<file path="src/rtl/wsq_pkg.sv">
`timescale 1ns/1ps
package wsq_pkg;
  typedef enum logic [1:0] {
    MODE_FREE  = 2'd0,
    MODE_GATED = 2'd1,
    MODE_TRIG  = 2'd2,
    MODE_TRIG2 = 2'd3
  } wsqMode_e;

  typedef struct packed {
    logic clear;
    logic accept;
    logic advance;
  } wsqStrobe_t;
endpackage

</file>
<file path="src/rtl/wsq_datapath.sv">
`timescale 1ns/1ps
module wsq_datapath
  import wsq_pkg::*;
#(
  parameter int WORD_W      = 12,
  parameter int GROUP_WORDS = 4
) (
  input  logic                          clk,
  input  logic                          rstN,
  input  wsqStrobe_t                    strb,
  input  logic [GROUP_WORDS*WORD_W-1:0] memData,
  output logic                          shEmpty,
  output logic                          stgValid,
  output logic [WORD_W-1:0]             dacData,
  output logic                          dacStrobe
);
  localparam int GRP_W = GROUP_WORDS * WORD_W;
  localparam int SC_W  = $clog2(GROUP_WORDS + 1);

  logic [GRP_W-1:0] stgData;
  logic [GRP_W-1:0] shReg;
  logic [SC_W-1:0]  shCnt;

  assign shEmpty = (shCnt == '0);

  always_ff @(posedge clk or negedge rstN) begin
    if (!rstN) begin
      stgData   <= '0;
      stgValid  <= 1'b0;
      shReg     <= '0;
      shCnt     <= '0;
      dacData   <= '0;
      dacStrobe <= 1'b0;
    end else begin
      dacStrobe <= 1'b0;
      if (strb.clear) begin
        stgValid <= 1'b0;
        shCnt    <= '0;
      end else begin
        if (strb.accept) begin
          stgData  <= memData;
          stgValid <= 1'b1;
        end
        if (strb.advance) begin
          if (!shEmpty) begin
            dacData   <= shReg[WORD_W-1:0];
            shReg     <= shReg >> WORD_W;
            shCnt     <= shCnt - SC_W'(1);
            dacStrobe <= 1'b1;
          end else if (stgValid) begin
            dacData   <= stgData[WORD_W-1:0];
            shReg     <= stgData >> WORD_W;
            shCnt     <= SC_W'(GROUP_WORDS - 1);
            stgValid  <= 1'b0;
            dacStrobe <= 1'b1;
          end
        end
      end
    end
  end

  AST_STAGE_DRAINS: assert property (@(posedge clk) disable iff (!rstN)
    (strb.advance && !strb.clear && shEmpty && stgValid) |=> (!stgValid && dacStrobe));
endmodule

</file>
<file path="src/rtl/wsq_ctrl.sv">
`timescale 1ns/1ps
module wsq_ctrl
  import wsq_pkg::*;
#(
  parameter int ADDR_W = 8,
  parameter int CNT_W  = 4,
  parameter int NSEG   = 2,
  parameter int DIV_W  = 8
) (
  input  logic                   clk,
  input  logic                   rstN,
  input  logic                   enable,
  input  logic [1:0]             mode,
  input  logic                   gate,
  input  logic                   trigger,
  input  logic [DIV_W-1:0]       clkDiv,
  input  logic [NSEG*ADDR_W-1:0] segStart,
  input  logic [NSEG*CNT_W-1:0]  segGroups,
  input  logic [NSEG*CNT_W-1:0]  segReps,
  input  logic [CNT_W-1:0]       cycleReps,
  input  logic                   memValid,
  input  logic                   shEmpty,
  input  logic                   stgValid,
  output logic                   memReq,
  output logic [ADDR_W-1:0]      memAddr,
  output logic                   busy,
  output logic                   done,
  output logic                   underrun,
  output wsqStrobe_t             strb
);
  localparam int SEG_W = (NSEG > 1) ? $clog2(NSEG) : 1;

  function automatic logic [CNT_W-1:0] cntEff(input logic [CNT_W-1:0] v);
    return (v == '0) ? CNT_W'(1) : v;
  endfunction

  logic [ADDR_W-1:0] startArr [NSEG];
  logic [CNT_W-1:0]  grpArr   [NSEG];
  logic [CNT_W-1:0]  repArr   [NSEG];

  for (genvar i = 0; i < NSEG; i++) begin : g_seg
    assign startArr[i] = segStart[i*ADDR_W +: ADDR_W];
    assign grpArr[i]   = segGroups[i*CNT_W +: CNT_W];
    assign repArr[i]   = segReps[i*CNT_W +: CNT_W];
  end

  logic [SEG_W-1:0] segIdx;
  logic [CNT_W-1:0] grpIdx, repIdx, cycIdx;
  logic             fetchDone, primed, trigPrev;
  logic [DIV_W-1:0] divCnt, kEff;
  logic             isFree, isGated, isTrig, gateOk, start, advance, accept;
  logic             divHit, lastGrp, lastRep, lastSeg, lastCyc, seqEnd, starve;

  assign isFree  = (mode == MODE_FREE);
  assign isGated = (mode == MODE_GATED);
  assign isTrig  = mode[1];
  assign kEff    = (clkDiv == '0) ? DIV_W'(1) : clkDiv;
  assign gateOk  = !isGated || gate;
  assign divHit  = (divCnt >= kEff - DIV_W'(1));
  assign start   = enable && !busy && (isTrig ? (trigger && !trigPrev) : !done);
  assign advance = busy && gateOk && divHit;
  assign memReq  = busy && !stgValid && !fetchDone;
  assign accept  = memReq && memValid;
  assign memAddr = startArr[segIdx] + ADDR_W'(grpIdx);

  assign lastGrp = (grpIdx == cntEff(grpArr[segIdx]) - CNT_W'(1));
  assign lastRep = (repIdx == cntEff(repArr[segIdx]) - CNT_W'(1));
  assign lastSeg = (segIdx == SEG_W'(NSEG - 1));
  assign lastCyc = (cycIdx == cntEff(cycleReps) - CNT_W'(1));

  assign seqEnd = advance && shEmpty && !stgValid && fetchDone;
  assign starve = advance && shEmpty && !stgValid && !fetchDone && primed;

  assign strb.clear   = start || !enable;
  assign strb.accept  = accept;
  assign strb.advance = advance;

  always_ff @(posedge clk or negedge rstN) begin
    if (!rstN) begin
      segIdx <= '0; grpIdx <= '0; repIdx <= '0; cycIdx <= '0;
      fetchDone <= 1'b0; divCnt <= '0; primed <= 1'b0; trigPrev <= 1'b0;
      busy <= 1'b0; done <= 1'b0; underrun <= 1'b0;
    end else begin
      trigPrev <= trigger;
      if (strb.clear) begin
        segIdx <= '0; grpIdx <= '0; repIdx <= '0; cycIdx <= '0;
        fetchDone <= 1'b0; divCnt <= '0; primed <= 1'b0;
      end else begin
        if (accept) begin
          if (!lastGrp) grpIdx <= grpIdx + CNT_W'(1);
          else begin
            grpIdx <= '0;
            if (!lastRep) repIdx <= repIdx + CNT_W'(1);
            else begin
              repIdx <= '0;
              if (!lastSeg) segIdx <= segIdx + SEG_W'(1);
              else begin
                segIdx <= '0;
                if (!lastCyc) cycIdx <= cycIdx + CNT_W'(1);
                else begin
                  cycIdx <= '0;
                  if (!isFree) fetchDone <= 1'b1;
                end
              end
            end
          end
        end
        if (busy && gateOk) divCnt <= divHit ? '0 : divCnt + DIV_W'(1);
        if (advance && shEmpty && stgValid) primed <= 1'b1;
      end

      if (!enable)     busy <= 1'b0;
      else if (start)  busy <= 1'b1;
      else if (seqEnd) busy <= 1'b0;

      if (!enable || start) done <= 1'b0;
      else if (seqEnd)      done <= 1'b1;

      if (start)       underrun <= 1'b0;
      else if (starve) underrun <= 1'b1;
    end
  end

  AST_ADDR_HELD: assert property (@(posedge clk) disable iff (!rstN)
    (memReq && !memValid && enable) |=> (memReq && $stable(memAddr)));
  AST_DONE_IDLE: assert property (@(posedge clk) disable iff (!rstN)
    done |-> !busy);
  AST_FREE_NO_DONE: assert property (@(posedge clk) disable iff (!rstN)
    (busy && isFree) |=> !done);
  AST_UNDERRUN_KEEP: assert property (@(posedge clk) disable iff (!rstN)
    (underrun && !start) |=> underrun);
  AST_ABORT_IDLE: assert property (@(posedge clk) disable iff (!rstN)
    !enable |=> (!busy && !memReq && !done));
endmodule

</file>
<file path="src/rtl/wave_sequencer.sv">
`timescale 1ns/1ps
module wave_sequencer
  import wsq_pkg::*;
#(
  parameter int WORD_W      = 12,
  parameter int GROUP_WORDS = 4,
  parameter int ADDR_W      = 8,
  parameter int CNT_W       = 4,
  parameter int NSEG        = 2,
  parameter int DIV_W       = 8
) (
  input  logic                          clk,
  input  logic                          rstN,
  input  logic                          enable,
  input  logic [1:0]                    mode,
  input  logic                          gate,
  input  logic                          trigger,
  input  logic [DIV_W-1:0]              clkDiv,
  input  logic [NSEG*ADDR_W-1:0]        segStart,
  input  logic [NSEG*CNT_W-1:0]         segGroups,
  input  logic [NSEG*CNT_W-1:0]         segReps,
  input  logic [CNT_W-1:0]              cycleReps,
  output logic                          memReq,
  output logic [ADDR_W-1:0]             memAddr,
  input  logic                          memValid,
  input  logic [GROUP_WORDS*WORD_W-1:0] memData,
  output logic [WORD_W-1:0]             dacData,
  output logic                          dacStrobe,
  output logic                          busy,
  output logic                          done,
  output logic                          underrun
);
  wsqStrobe_t strb;
  logic       shEmpty, stgValid;

  wsq_ctrl #(.ADDR_W(ADDR_W), .CNT_W(CNT_W), .NSEG(NSEG), .DIV_W(DIV_W)) u_ctrl (
    .clk(clk), .rstN(rstN), .enable(enable), .mode(mode), .gate(gate),
    .trigger(trigger), .clkDiv(clkDiv), .segStart(segStart), .segGroups(segGroups),
    .segReps(segReps), .cycleReps(cycleReps), .memValid(memValid),
    .shEmpty(shEmpty), .stgValid(stgValid), .memReq(memReq), .memAddr(memAddr),
    .busy(busy), .done(done), .underrun(underrun), .strb(strb)
  );

  wsq_datapath #(.WORD_W(WORD_W), .GROUP_WORDS(GROUP_WORDS)) u_dp (
    .clk(clk), .rstN(rstN), .strb(strb), .memData(memData),
    .shEmpty(shEmpty), .stgValid(stgValid), .dacData(dacData), .dacStrobe(dacStrobe)
  );

  AST_GATE_HOLD: assert property (@(posedge clk) disable iff (!rstN)
    (busy && mode == MODE_GATED && !gate) |=> !dacStrobe);
endmodule

</file>
<file path="config.mk">
export PLATFORM = sky130hd
export DESIGN_NAME = wave_sequencer
export DESIGN_NICKNAME = d
export VERILOG_FILES = /design/src/rtl/wsq_pkg.sv /design/src/rtl/wsq_datapath.sv /design/src/rtl/wsq_ctrl.sv /design/src/rtl/wave_sequencer.sv
export SDC_FILE = /design/constraint.sdc
export NUM_CORES = 1
export LEC_CHECK = 0
export BUFFER_PORTS_ARGS = -buffer_cell sky130_fd_sc_hd__buf_2
export CORE_UTILIZATION = 45
export DETAILED_ROUTE_END_ITERATION = 10
export GPL_ROUTABILITY_DRIVEN = 0
export PLACE_DENSITY = 0.66
export SYNTH_ARGS = -nofsm -noshare
export SYNTH_HDL_FRONTEND = slang
export SYNTH_SLANG_ARGS = --single-unit
</file>
<file path="constraint.sdc">
create_clock -name clk -period 5.61 [get_ports clk]
set_input_delay 0.2805 -clock clk [delete_from_list [all_inputs] [get_ports clk]]
set_output_delay 0.2805 -clock clk [all_outputs]
set_load 0.01 [all_outputs]
</file>
* Word level (Yosys, flattened, before mapping)
Cells that the tools add are included.
** Storage, ports and cells
- Flip-flop bits (word level) :: 140
- Input port bits :: 100
- Output and inout port bits :: 25
- Word-level logic and storage cells :: 154
** Operators by class
- Add/subtract/negate cells :: 11
- Order comparisons :: 2
- Equal/unequal tests :: 8
- Mux-type cells :: 68
- Bitwise operators :: 2
- Reductions and logical operators :: 46
** Operators by type and width (count)
- 48-bit two-way mux :: 2
- 4-bit two-way mux :: 22
- 8-bit two-way mux :: 7
- 1-bit two-way mux :: 31
- 12-bit two-way mux :: 2
- 2-bit nonzero test :: 10
- 1-bit logical AND :: 14
- 4-bit by 1-bit adder with 4-bit output, second input constant :: 3
- 4-bit equality test :: 3
- 4-bit zero test :: 3
- 3-bit two-way mux :: 4
- 4-bit by 1-bit subtractor with 4-bit output, second input constant :: 3
- 8-bit by 1-bit adder with 8-bit output, second input constant :: 1
- 8-bit by 4-bit adder with 8-bit output :: 1
- 8-bit greater-or-equal comparator :: 1
- 8-bit zero test :: 1
- 8-bit by 1-bit subtractor with 8-bit output, second input constant :: 1
- 1-bit zero test :: 7
- 2-bit AND reduction :: 3
- 3-bit AND reduction :: 2
- 6-bit AND reduction :: 1
- 4-bit AND reduction :: 1
- 3-bit zero test :: 1
- 3-bit by 1-bit != test with 1-bit output, second input constant :: 1
- other kinds (11) :: 12

* Longest topological paths before layout
Gate-level depths: netlist of run 1.
- Word-level depth :: 12
- Gate-level depth with buffers :: 16
- Gate-level depth less buffers :: 14

* Cells and area by module
From an unflattened synthesis of run 1, not the netlist that was laid out.
** Second synthesis, totals
- Cells, all modules :: 559
- Area, all modules :: 6725.2 um2
** By module, submodules not included
- wsq_datapath :: instances 1, cells each 292, area each 4385.5 um2, seq. area each 2527.4 um2
- wsq_ctrl :: instances 1, cells each 267, area each 2339.7 um2, seq. area each 675.6 um2

* Worst setup path after synthesis of run 1
Ideal clock, no wire load.
- Path type :: in2reg
- Start :: input clkDiv[3]
- End :: register u_dp.dacData[0]
- Setup time :: 125 ps
- Data arrival time :: 3107 ps
- Data required time :: 5485 ps
- Path slack :: 2378 ps
- Stages :: 15
- Path buffers :: 1
- Path through :: nor4_1 > nand2_1 > o21bai_1 > inv_1 > ha_1 > nand2_1 > xor2_1 > ha_1 > a21o_1 > a21o_1 > a211o_1 > a21oi_4 > nor4_4 > buf_6 > mux2_4
** On the way
- Word-level cells in the longest chain between the ends :: 6
** RTL lines
- from (decl) :: line wave_sequencer.sv:18 : input logic [DIV_W-1:0] clkDiv,
- 8-bit zero test :: line wsq_ctrl.sv:57 : assign kEff = (clkDiv == '0) ? DIV_W'(1) : clkDiv;
- 8-bit two-way mux (*) :: line wsq_ctrl.sv:57
- 8-bit by 1-bit subtractor with 8-bit output (*) :: line wsq_ctrl.sv:59 : assign divHit = (divCnt >= kEff - DIV_W'(1));
- 8-bit greater-or-equal comparator (*) :: line wsq_ctrl.sv:59
- 1-bit logical AND (*) :: line wsq_ctrl.sv:61 : assign advance = busy && gateOk && divHit;
- 3-bit AND reduction (no source line) (*)
- to (signal assigned) :: line wsq_datapath.sv:46 : dacData <= shReg[WORD_W-1:0];
- to (signal assigned) :: line wsq_datapath.sv:51 : dacData <= stgData[WORD_W-1:0];
- to (decl) :: line wsq_datapath.sv:14 : output logic [WORD_W-1:0] dacData,
Mark *: on every way between the ends. The rest lies on a longest branch, timed or not.
A chain may end at the register's enable or synchronous reset.

* Final worst setup path of run 1
- Start :: input clkDiv[3]
- End :: register u_dp.shReg[20]
** On the way
- Word-level cells in the longest chain between the ends :: 6
** RTL lines
- 8-bit zero test :: line wsq_ctrl.sv:57
- 8-bit two-way mux (*) :: line wsq_ctrl.sv:57
- 8-bit by 1-bit subtractor with 8-bit output (*) :: line wsq_ctrl.sv:59
- 8-bit greater-or-equal comparator (*) :: line wsq_ctrl.sv:59
- 1-bit logical AND (*) :: line wsq_ctrl.sv:61
- 3-bit AND reduction (no source line) (*)
- to (signal assigned) :: line wsq_datapath.sv:47 : shReg <= shReg >> WORD_W;
- to (signal assigned) :: line wsq_datapath.sv:52 : shReg <= stgData >> WORD_W;
- to (decl) :: line wsq_datapath.sv:21 : logic [GRP_W-1:0] shReg;
Marks and branches as above.

==> results of run 1 <==
==> registers in the layout (all words and copies together) (netlist names), 3 cells and up <==
signal,flops
u_dp.stgData,48
u_ctrl.divCnt,8
u_dp.shReg,36
u_dp.dacData,12
u_dp.shCnt,3
u_ctrl.grpIdx,4
u_ctrl.cycIdx,4
u_ctrl.repIdx,4
==> timing repair <==
| action | in CTS | in global routing |
|---|---|---|
| hold buffers | 2 | 0 |
| setup buffers | 0 | 0 |
| endpoints found under the hold margin | 58 | 0 |
==> metal layers <==
metal / wire length [um] / share of wire
met4: 248 / 0.018
met2: 6730 / 0.48
met5: 0 / 0
met3: 557 / 0.039
met1: 6600 / 0.47
==> cells in the final DEF, fill, tap and decap left out, types with 6 or more instances in the layout <==
master / instances
mux2_2: 40
a21oi_1: 12
nor2_1: 13
xnor2_1: 20
o21a_1: 6
xor2_1: 6
clkbuf_16: 17
o21ai_0: 21
nand2_1: 118
nand3_1: 12
nor2b_1: 6
ha_1: 22
mux2i_1: 21
mux2_1: 11
dfrtp_1: 128
mux2_4: 36
buf_2: 123
inv_1: 29
nor3_1: 14
==> area by class of cell <==
cell class / instances / share of cell area
tap: 188 / 0.0281
sequential: 128 / 0.383
timing repair buffer: 131 / 0.0819
multi-input combinational: 452 / 0.422
clock buffer: 19 / 0.0518
clock inverter: 13 / 0.0195
inverter: 29 / 0.0130
==> metrics by stage <==
step	utilization	hold slack [ns]	instances	power (uW)	area [um^2]
after floorplan	-	-0.0151	638	1410	7030
after global placement	0.509	0.281	926	1530	7740
after detailed placement	0.509	0.290	926	1560	7740
after CTS	0.550	0.0540	960	2670	8360
after global routing	0.550	0.0625	960	2770	8360
final	0.550	0.0671	960	2630	8360
==> power by group through the flow <==
stage / Sequential (uW) / Clock (uW) / Combinational (uW)
finish: 1150 / 1100 / 391
floorplan: 1130 / 0 / 280
global route: 1160 / 1160 / 446
detailed placement: 1160 / 0 / 396
global placement: 1150 / 0 / 379
CTS: 1150 / 1130 / 401
==> worst max path at each step <==
stage | slack [ns] | startpoint | cells past startpoint | endpoint
final | 2.02 | clkDiv[3] | 16 | u_dp.shReg[20]
after global routing | 1.71 | u_ctrl.lastSeg | 10 | memAddr[7]
after CTS | 1.99 | u_ctrl.lastSeg | 10 | memAddr[7]
after detailed placement | 1.62 | clkDiv[3] | 16 | u_dp.dacData[9]
after global placement | 1.80 | clkDiv[3] | 16 | u_dp.dacData[0]
after floorplan | 2.38 | clkDiv[3] | 15 | u_dp.dacData[0]
==> cell families (layout without fill, tap and decap cells) <==
group           after synthesis  count (layout)  synth area share
simple gates                207             207             0.144
flops                       128             128             0.455
mux                         108             108             0.188
compound gates               86              86            0.0891
buf+inv                      58             192            0.0439
xor+xnor                     28              28            0.0370
fa+ha+maj                    23              23            0.0420
==> results by stage, run 1 <==
Hold path:
- For hold timing, the worst endpoint is u_dp.stgData[18].
- The worst hold path stage count is 2.
- In this run the most critical hold path is launched from memData[18].
- The tightest min-delay check is of the input port to flip-flop type.

Cells and area:
- The number of nets in the layout is slightly below 900.
- The filler cells instantiated in the layout total ~1300.
- The area growth from synthesis to final layout is 18.8%.
- The area used by sequential logic in the layout is between 3000 and 4000 um^2.
- The area taken by multi-input logic gates is 3530 um^2.
- The antenna diode instance count is 0.
- The layout cell share with drive strength beyond 1 is 0.335.

Clocking:
- TritonCTS created 17 clock buffers.
- The total number of clock tree sinks is ~130.
- The tree is rooted in a clkbuf_16.
- TritonCTS built the clock tree.
- After clock tree synthesis, the repair step resized 0 gates.
- The clock passes through at most 2 buffers.
- The clock tree synthesis step divided the H-tree into 4 levels.
- After clock tree synthesis, the clock-pin slew on the worst setup and hold paths is around 0.060 ns.
- Clock latency on the worst-skew pair, taken at its later pin, is between 0.4 and 0.5 ns.

Route:
- The count of nets left with antenna violations once routing finished came out at 0.
- The via count of the routed design is just over 5000.
- The routed via count divided by cell count is approximately 5.2.
- The routed wirelength normalized by instance count is roughly 15 um.
- After detailed routing, the number of remaining DRC violations is 0.
- The pre-antenna-repair detailed-routing pass consisted of 5 iterations.
- The violation count after the first detailed-routing iteration is ~260.
- The final layout contains routed wiring with a total length of 14100 um.

Yosys:
- The number of warnings printed during yosys synthesis is 0.
- The dominant cell type by area after synthesis is dfrtp_1.
- Among all cell types in the netlist, the one instantiated most often is dfrtp_1.
- By area the synthesized netlist is led by dfrtp_1, mux2_4, mux2_2.
- The count of cell types in the netlist is just over 70.
- In the synthesized netlist the dominant register cell turns out to be dfrtp_1.
- The share of synthesized flip-flops with an asynchronous set or reset is 1.00.
- The average size of a mapped cell is 11.0 um^2.
- The total standard cell area after synthesis is ~7000 um^2.
- In this run, synthesis inferred 0 flip-flops with an integrated enable.
- The post-synthesis net count is 761.
- Counting every instance in the synthesized netlist gives 638.
- The sequential element share of the synthesized area is 0.455.
- By count the netlist is led by dfrtp_1, nand2_1, mux2_2, mux2_4, inv_1.
- The flip-flop and latch count after synthesis is around 130.
- The share of synthesized area in the top cell type comes to 0.455.

Setup path:
- The category of the worst setup path capture point is a flip-flop.
- The critical path goes through buf_2 -> nor4_1 -> nand2_1 -> o21bai_1 -> inv_1 -> ha_1 -> nand2_1 -> xor2_1 -> ha_1 -> a21o_1 -> a21o_1 -> a211o_1 -> a21oi_4 -> nor4_4 -> buf_4 -> mux2_4.
- The longest individual stage delay on the worst path is ~0.4 ns.
- For the worst setup path, the data required time is roughly 5.9 ns.
- The setup check on the worst reg-to-reg path leaves a slack of 2.42 ns.
- In this run the critical register-to-register path is captured at u_ctrl.repIdx[3].
- The worst register-to-register path begins at u_ctrl.lastSeg.
- The number of cells traversed by the worst register-to-register path is 9.
- The type of element launching the critical path is an input port.
- The critical path in this run is classified as input port to flip-flop.
- For this design, the slowest cell found on the critical path is mux2_4.
- On the critical path the largest part of the delay comes from compound AO/OA/AOI/OAI gates.
- The critical path contains buffers and inverters numbering 3 combined.
- The highest net fanout along the worst path is about 50.
- Data on the critical path arrives at its endpoint at 3.89 ns.

GRT:
- The routing layer with the top usage in global route is met2.
- For this run, the total global-route usage over all layers was measured as 0.190.
- The met3 usage in global routing is 0.0436.
- For met1 alone, demand over resource in global routing was 0.238.
- The first global-routing pass estimated 24300 um of wire.
- The pin count of the biggest net entering global routing is just over 70.
- In the global route stage, met2 resource usage came out at 0.317.
- The number of antenna violations at the first check in global routing is 0.
- The total overflow left after global routing is 0.
- The via count of the first global-routing pass is 5235.

STA:
- The number of max-slew violations in the final report is 0.
- The sum of negative setup slack is 0 ns.
- The relative slew slack is 0.313.
- The smallest clock period supported by the final layout is computed as roughly 3.6 ns.
- The final count of negative-setup-slack endpoints is 0.
- On the final layout, the worst clock skew is roughly 0.0065 ns.
- The highest clock frequency the design can meet is 279 MHz.
- The number of hold violations in the final report is 0.
- The slew at the pin closest to its max-slew limit is ~1.0 ns.
- Of the available clock period, the critical path in the final layout requires 0.639.
- Setup repair after global routing left no endpoint under its margin.
- The worst path meets setup with approximately 2 ns of slack.

Power and ir drop:
- The share of total power dissipated in combinational logic is 0.148.
- The peak supply drop is ~210 uV.
- The share of total power dissipated in the clock network is 0.417.
- The analysis attributes to net switching a power of roughly 670 uW.
- Of the total power, the share spent switching nets is 0.254.
- Dividing total power by cell area gives a power density of approximately 320 nW/um^2.
- Cell internal power was estimated by the tool at roughly 2000 uW.
- For this design the static power due to leakage is 0.00403 uW.
- The proportion of power drawn by flip-flops and latches is 0.435.

Floorplanning:
- The die boundary width is between 100 and 150 um.
- The standard-cell row count is 45.
- The boundary pin count is between 100 and 150.
- The placeable core area is 15200 um^2.
- The die footprint is ~16000 um^2.
- The effective utilization at floorplan is 0.463.
- The die height is approximately 130 um.

Run:
- The number of max-cap violations is 0.

Outcome:
- The flow ran to the end, and the final reports show no timing, DRC or antenna violations.

Placement:
- The port buffer count is between 100 and 150.
- Once detailed placement completed, the half-perimeter wirelength came to 9910 um.
- The worst setup timing slack at the placement stage is around 1.6 ns.
(Power assumes the default switching activity.)
==> run 2: changes to the inputs <==
Settings changed: ABC_AREA from default to 1, PLACE_DENSITY 0.66 to 0.67.
Clock period 5.61 ns to 3.65 ns, I/O delays scaled along.
==> run 2 against run 1 <==
  * First-iteration DRC count is 7.7% higher
  * Core utilization is 3.8 points higher
  * Clock skew hardly changed
  * Largest cell class is now flip-flops and latches
  * Clock power is 47% higher
  * Setup slack worse by 1.5 ns
  * Critical path depth is 2 lower
  * Register-to-register slack worse by 1.4 ns
  * Highest routed layer unchanged
  * Largest power group unchanged
  * Global-route usage is 2.1 points higher
  * Critical endpoint is now memAddr[7]
==> results by stage, run 2 <==
Route:
- In the routed design, unresolved DRC markers number 0.
- The routed wirelength normalized by instance count is roughly 12 um.
- The count of nets left with antenna violations once routing finished came out at 0.
- The via count of the routed design is roughly 6000.
- Using the TritonRoute via totals, the vias-per-cell ratio works out to between 4 and 5.
- The pre-antenna-repair detailed-routing pass consisted of 5 iterations.
- The routed wire length is between 15000 and 20000 um.
- In this run, the number of DRC markers left after iteration 0 of detailed routing was approximately 280.

Cells and area:
- The most common cell after layout, fill and taps aside is nand2_1.
- The register containing the most flip-flops in the final layout is u_dp.stgData.
- After the last flow step, the layout net total stands at 1195.
- The final core utilization is 0.587.
- The repair_antennas step left the layout with diodes totalling 0.
- The flip-flop count of the largest register after layout is 48.
- In the layout the commonest cells are nand2_1, dfrtp_1, buf_2.
- The filler cell count in the final layout is around 1400.
- The largest registers in the layout are u_dp.stgData (48), u_dp.shReg (36), u_dp.dacData (12).
- The area growth from synthesis to layout is 25.1%.
- In the final layout, the share of cells above drive strength 1 is 0.181.

Yosys:
- The sequential element share of the synthesized area is 0.463.
- The commonest cells after synthesis are nand2_1, dfrtp_1, inv_1, o21ai_0.
- The total standard cell area after synthesis is 6930 um^2.
- For this run, the leading register cell type out of synthesis is dfrtp_1.
- The dominant cell by count in the synthesized netlist is nand2_1.
- The average size of a mapped cell is 7.60 um^2.
- In the post-synthesis netlist, the biggest area contributors are dfrtp_1, nand2_1, o21ai_0.
- Counting flops and latches in the post-synthesis netlist gives between 100 and 150.
- The dominant cell type by area after synthesis is dfrtp_1.
- The share of synthesized flip-flops with an asynchronous set or reset is 1.00.
- The count of mapped cells out of synthesis is between 900 and 1000.
- For this run, the number of Yosys warnings is 0.
- Of the post-synthesis cell area, the dominant cell type holds 0.463.
- After synthesis, the netlist uses 41 different library cells.
- Synthesis produced a netlist with a net count of slightly above 1000.
- Yosys mapped a number of flops with a built-in enable equal to 0.

Floorplanning:
- The die height is about 130 um.
- The die is 126 um wide.
- The floorplan step defined a die boundary enclosing 15900 um^2.
- The floorplan has 44 rows.
- The core region is 14800 um^2.
- The effective utilization at floorplan is 0.469.
- approximately 130 I/O pins were placed.

GRT:
- The via count of the first global-routing pass is about 6000.
- The number of antenna violations at the first check in global routing is 0.
- Entering global routing, the biggest net connects roughly 70 pins.
- The first global-routing pass estimated 27000 um of wire.
- Across every metal layer, demand over resource in global routing totals 0.211.
- Summed over all layers, the global routing overflow is 0.

STA:
- Summed over all failing endpoints, the final setup total negative slack is 0 ns.
- At the pin with the least slew margin, the transition time is roughly 0.68 ns.
- Setup repair after global routing left no endpoint under its margin.
- The final cycle utilization of the critical path is 0.858.
- The number of max-slew violations in the final report is 0.
- The number of hold violations in the final report is 0.
- After layout, the minimum clock period comes to roughly 3.1 ns.
- For the final database, setup skew stands at between 0.006 and 0.007 ns.
- In this run the tightest slew margin relative to its limit is 0.548.
- Setup violations remaining at the end of the flow were counted as 0.
- The highest clock frequency the design can meet is between 300 and 400 MHz.

Power and ir drop:
- The proportion of power drawn by flip-flops and latches is 0.403.
- The leakage power is around 0.0046 uW.
- The peak supply drop is roughly 420 uV.
- Of the total power, the share spent switching nets is 0.303.
- The internal portion of the total power is ~3200 uW.
- The share of total power dissipated in combinational logic is 0.244.
- Of the total power, the clock network draws 0.353.
- The net switching power is between 1000 and 1500 uW.
- The power density relative to cell area is approximately 530 nW/um^2.

Clocking:
- The number of clock buffers added by TritonCTS is 17.
- The largest buffer count on any clock path is 2.
- The total number of clock tree sinks is 128.
- The number of buffers added for setup after CTS is 0.
- The depth of the CTS H-tree is 4.
- The CTS clock-pin slew for the worst setup and hold paths is ~0.050 ns.
- TritonCTS built the clock tree.
- The worst-skew pair later-pin latency is between 0.4 and 0.5 ns.
- The tree is rooted in a clkbuf_16.

Setup path:
- The highest net fanout along the worst path is 27.
- STA classifies the critical path endpoint as a primary output.
- The endpoint required time on the critical path is between 3 and 4 ns.
- The type of element launching the critical path is a flip-flop.
- Data arrives at the worst endpoint at roughly 3 ns.
- By startpoint and endpoint, the worst setup path is classified as flip-flop to primary output.

Placement:
- The count of buffers added on input and output ports is about 120.
- The wire-length estimate of the detail-placed layout is just over 10000 um.

Run:
- The number of max-cap violations is 0.

Outcome:
- The run finished with clean final reports.

Hold path:
- The worst hold path class is input port to flip-flop.
==> run 2: changes by cell type in the layout (fill, tap and decap cells not counted), moves of 12 or more <==
| cell | change |
|---|---|
| dlygate4sd3_1 | +43 |
| inv_1 | +64 |
| mux2_2 | -40 |
| mux2_4 | -36 |
| mux2i_1 | -19 |
| nand2_1 | +259 |
| nand2_2 | +12 |
| nand3_1 | +17 |
| nor2_1 | +16 |
| o21ai_0 | +64 |
| xnor2_1 | -13 |
==> run 2: worst paths after layout <==
| kind | depth (start not counted) | startpoint | slack, ns | end |
|---|---|---|---|---|
| min | 3 | memData[6] | 0.01 | u_dp.stgData[6] |
| min in group asynchronous | 2 | rstN | 0.33 | u_dp.stgData[10] |
| max | 14 | u_ctrl.lastSeg | 0.52 | memAddr[7] |
| min reg2reg | 2 | u_dp.stgData[14] | 0.47 | u_dp.stgData[14] |
| max in group asynchronous | 3 | rstN | 2.45 | u_dp.stgData[25] |
| max reg2reg | 19 | u_ctrl.lastSeg | 1.06 | u_ctrl.cycIdx[0] |
==> run 2: what timing repair did <==
action	in CTS	in global routing
endpoints found under the setup margin	0	0
gates resized for setup	0	0
hold buffers	45	0
endpoints found under the hold margin	109	0
==> run 2: per-stage QoR <==
step / instance area, um^2 / hold WS [ns] / worst slack, ns / total power, uW / instances
finish: 8670 / 0.0125 / 0.518 / 4590 / 1267
global route: 8670 / 0.00962 / 0.258 / 4920 / 1267
CTS: 8670 / 0.00310 / 0.483 / 4630 / 1267
detailed placement: 7650 / 0.214 / 0.414 / 2960 / 1192
global placement: 7650 / 0.218 / 0.549 / 2930 / 1192
floorplan: 6930 / -0.113 / 1.01 / 2660 / 911
==> run 2: kinds of logic (layout without fill, tap and decap cells) <==
| family | after synthesis | in the layout | share of synthesized area |
|---|---|---|---|
| AO/OA/AOI/OAI | 121 | 121 | 0.0916 |
| XOR/XNOR | 24 | 24 | 0.0304 |
| adder cells (fa/ha/maj) | 23 | 23 | 0.0426 |
| buffers and inverters | 132 | 304 | 0.0809 |
| flip-flops | 128 | 128 | 0.463 |
| multiplexers | 2 | 2 | 0.00289 |
| AND/OR/NAND/NOR | 481 | 481 | 0.289 |
==> run 2: layer usage <==
| layer | GRT usage | share of wire |
|---|---|---|
| met1 | 0.275 | 0.48 |
| met2 | 0.357 | 0.48 |
| met3 | 0.0446 | 0.038 |
| met4 | 0.0524 | 0.0080 |
| met5 | 0 | 0 |
==> run 2: layout make-up <==
type / instances / area (um^2) / share of cell area
inverter: 98 / 370 / 0.0427
tap: 184 / 230 / 0.0266
sequential: 128 / 3200 / 0.370
timing repair buffer: 176 / 1130 / 0.130
clock inverter: 7 / 85.1 / 0.00982
multi-input combinational: 651 / 3170 / 0.366
clock buffer: 23 / 478 / 0.0552
==> run 2: worst max-delay path, cell delays in order, from the launching register on <==
cell and delay (ns):
dfrtp_1 0.32, buf_4 0.28, inv_4 0.17, or2_2 0.30, o21ai_0 0.14, inv_1 0.08, ha_1 0.28, nand3_1 0.06
nand2_1 0.11, a21oi_1 0.07, or2_2 0.29, nor2_1 0.09, nand2_1 0.08, xor2_1 0.14, buf_2 0.14
==> run 2: power by group through the flow <==
stage	Clock, uW	Sequential (uW)	Combinational, uW
final	1620	1850	1120
after global routing	1720	1880	1320
after CTS	1650	1850	1140
after detailed placement	0	1870	1090
after global placement	0	1860	1070
after floorplan	0	1830	828
==> run 3: changes to the inputs <==
--- a/config.mk
+++ b/config.mk
@@ -10,5 +10,4 @@
 export CORE_UTILIZATION = 45
 export DETAILED_ROUTE_END_ITERATION = 10
-export GPL_ROUTABILITY_DRIVEN = 0
 export PLACE_DENSITY = 0.67
 export SYNTH_ARGS = -nofsm -noshare
==> constraint.sdc (replaced) <==
create_clock -name clk -period 3.65 [get_ports clk]
set_input_delay 0.365 -clock clk [delete_from_list [all_inputs] [get_ports clk]]
set_output_delay 0.365 -clock clk [all_outputs]
set_load 0.01 [all_outputs]
==> run 3 against run 2 <==
  * Sequential share of layout area increased by 1.8 points
  * Non-clock buffer count decreased by 43
  * Critical path depth decreased by 2
  * Core utilization decreased by 2.7 points
==> results by stage, run 3 (synthesis gave the netlist of run 2 again) <==
Outcome:
- The flow ran to the end, and the final reports show no timing, DRC or antenna violations.

Cells and area:
- The largest registers in the layout are u_dp.stgData (48), u_dp.shReg (36), u_dp.dacData (12).
- The most common cell after layout, fill and taps aside is nand2_1.
- The area growth from synthesis to layout is 19.3%.
- Summing all flip-flop and latch instances after layout gives about 3200 um^2.
- The register containing the most flip-flops in the final layout is u_dp.stgData.
- The multi-input combinational cells in the finished layout cover a total of roughly 3200 um^2.
- 0 antenna diodes ended up in the layout.
- The flip-flop count of the largest register after layout is between 40 and 50.
- The number of nets in the layout is between 1000 and 1500.
- The filler cells instantiated in the layout total 1399.
- The top cell types in the final layout, fill and taps aside, are nand2_1, dfrtp_1, buf_2.
- In the final layout, the share of cells above drive strength 1 is 0.192.

Setup path:
- The category of the worst setup path capture point is a primary output.
- For the worst setup path, the data required time is ~3.3 ns.
- The signal arrival time at the worst endpoint is between 2 and 3 ns.
- In this design, the stage delay of the slowest critical-path cell is roughly 0.40 ns.
- The critical-path cell with the highest stage delay is dfrtp_1.
- The type of element launching the critical path is a flip-flop.
- The count of buffer and inverter cells on the critical path is 3.
- The worst register-to-register path begins at u_ctrl.lastSeg.
- The cell type group with the largest total delay on the critical path is simple AND/OR/NAND/NOR gates.
- The worst setup path category is flip-flop to primary output.
- The highest net fanout along the worst path is 26.
- Measured in cells, the most critical reg-to-reg path has a length of 18.
- The timing startpoint of the critical path is u_ctrl.lastSeg.
- Traced cell by cell, the critical path runs through buf_4 -> o21ai_0 -> inv_1 -> ha_1 -> nand3_1 -> nand2_1 -> a21oi_1 -> or2_2 -> nor2_1 -> nand2_1 -> xor2_1 -> buf_2.
- The depth of the critical timing path with buffers and inverters included is 12.
- The critical path's most frequent cell is nand2_1.

Placement:
- Detailed placement ended at an HPWL of a little over 10000 um.
- The global placer's final weighted congestion is 0.787.
- The count of buffers added on input and output ports is 124.
- Timing analysis after detailed placement gives a worst setup slack of around 0.27 ns.

Floorplanning:
- The region available for standard cell placement spans ~15000 um^2.
- The initial utilization of the core area, before any placement, comes to 0.469.
- The die height is 126 um.
- The die boundary width is around 130 um.
- In this run the count of I/O pins placed on the die edge is approximately 130.
- The die covers 15900 um^2.
- The floorplan has 44 rows.

STA:
- The clock skew after layout is 0.0110 ns.
- The clock period minus worst slack is about 3.1 ns.
- The final count of negative-setup-slack endpoints is 0.
- The number of max-slew violations in the final report is 0.
- The slew at the pin closest to its max-slew limit is roughly 0.95 ns.
- The relative slew slack is 0.370.
- The sum of negative setup slack is 0 ns.
- Timing would allow up to roughly 320 MHz.
- The final cycle utilization of the critical path is 0.849.
- The number of hold violations in the final report came to 0.
- In the post-route analysis, the smallest setup slack over all paths is ~0.55 ns.
- Setup repair after global routing left no endpoint under its margin.

Route:
- The number of remaining DRC errors is 0.
- The number of iterations in the first detailed-routing pass is 7.
- The routed via count divided by cell count is 4.81.
- The via count of the routed design is between 5000 and 6000.
- The first routing iteration left between 400 and 500 violations.
- Wires add up to about 14000 um.
- Dividing the detail-routed wire length by the instance count gives 11.8 um.
- The post-route antenna net violation count is 0.

Clocking:
- The worst-skew pair later-pin latency is 0.40 ns.
- The post-cts repair resize count is 0.
- Clock-pin slew was measured on the worst setup and hold paths at around 0.060 ns.
- Hold repair after CTS inserted 0 buffers.
- The largest buffer count on any clock path is 2.
- TritonCTS built the clock tree.
- Clock tree synthesis found a total of approximately 130 sinks.
- Clock tree synthesis selected as its root buffer the cell clkbuf_16.
- The number of buffers added by the clock tree synthesis step is 17.
- The depth of the CTS H-tree is 4.
- The number of buffers added for setup after CTS is 0.

Run:
- The number of max-cap violations is 0.

GRT:
- The global route total overflow is 0.
- The via count of the first global-routing pass came to roughly 5800.
- Across every metal layer, demand over resource in global routing totals 0.201.
- The first global-routing pass estimated around 26000 um of wire.
- The number of antenna violations at the first check in global routing is 0.
- Entering global routing, the biggest net connects around 110 pins.

Power and ir drop:
- Of the total power, the share spent switching nets is 0.300.
- The proportion of power drawn by flip-flops and latches is 0.402.
- The analysis attributes to net switching a power of 1390 uW.
- The internal power is 3230 uW.
- The leakage power is around 0.0045 uW.
- The share of total power in combinational logic is 0.233.
- The share of total power dissipated in the clock network is 0.365.
- VDD sags by at most ~430 uV.
- The power density relative to cell area is between 500 and 600 nW/um^2.

Hold path:
- The worst hold path class is input port to async pin.
==> run 3: cell count changes in the layout (fill, tap and decap cells not counted) <==
cell	change
dlygate4sd3_1	-45
clkinvlp_4	+3
buf_4	+2
clkinv_2	-2
bufinv_16	+1
clkbuf_1	-1
clkbuf_8	-1
clkinv_4	+1
==> run 3: metal layers <==
metal  vias to the layer above  share of wire  wire [um]  GRT usage
met2                       113           0.47       6810      0.326
met3                        10          0.035        500     0.0382
li1                       3077              -          -          -
met1                      2696           0.49       7030      0.273
met4                         0         0.0096        139     0.0595
met5                         -              0          0          0
==> run 3: final timing paths <==
kind,endpoint,slack [ns]
setup / recovery,memAddr[7],0.55
hold / removal,u_dp.dacData[7],0.05
setup reg to reg,u_ctrl.cycIdx[1],1.17
hold reg to reg,u_dp.stgData[45],0.47
max in group asynchronous,u_ctrl.underrun,2.77
min in group clk,u_ctrl.trigPrev,0.09
==> run 3: power groups by stage <==
stage	combinational [uW]	sequential, uW	clock (uW)
after floorplan	828	1830	0
after global placement	1060	1860	0
after detailed placement	1080	1880	0
after CTS	1090	1850	1720
after global routing	1270	1890	1790
final	1070	1850	1690
==> run 3: stage by stage <==
step | hold slack (ns) | cells | cell area [um^2] | utilization | power [uW]
floorplan | 0.0694 | 911 | 6930 | - | 2660
global route | 0.0718 | 1225 | 8260 | 0.560 | 4950
CTS | 0.0719 | 1225 | 8260 | 0.560 | 4670
detailed placement | 0.459 | 1194 | 7670 | 0.520 | 2950
finish | 0.0466 | 1225 | 8260 | 0.560 | 4610
global placement | 0.455 | 1194 | 7670 | 0.520 | 2930
==> run 3: cell type report <==
class / instances / share of cell area
sequential: 128 / 0.388
inverter: 98 / 0.0448
multi-input combinational: 651 / 0.383
clock buffer: 21 / 0.0557
tap: 184 / 0.0279
timing repair buffer: 133 / 0.0840
clock inverter: 10 / 0.0165
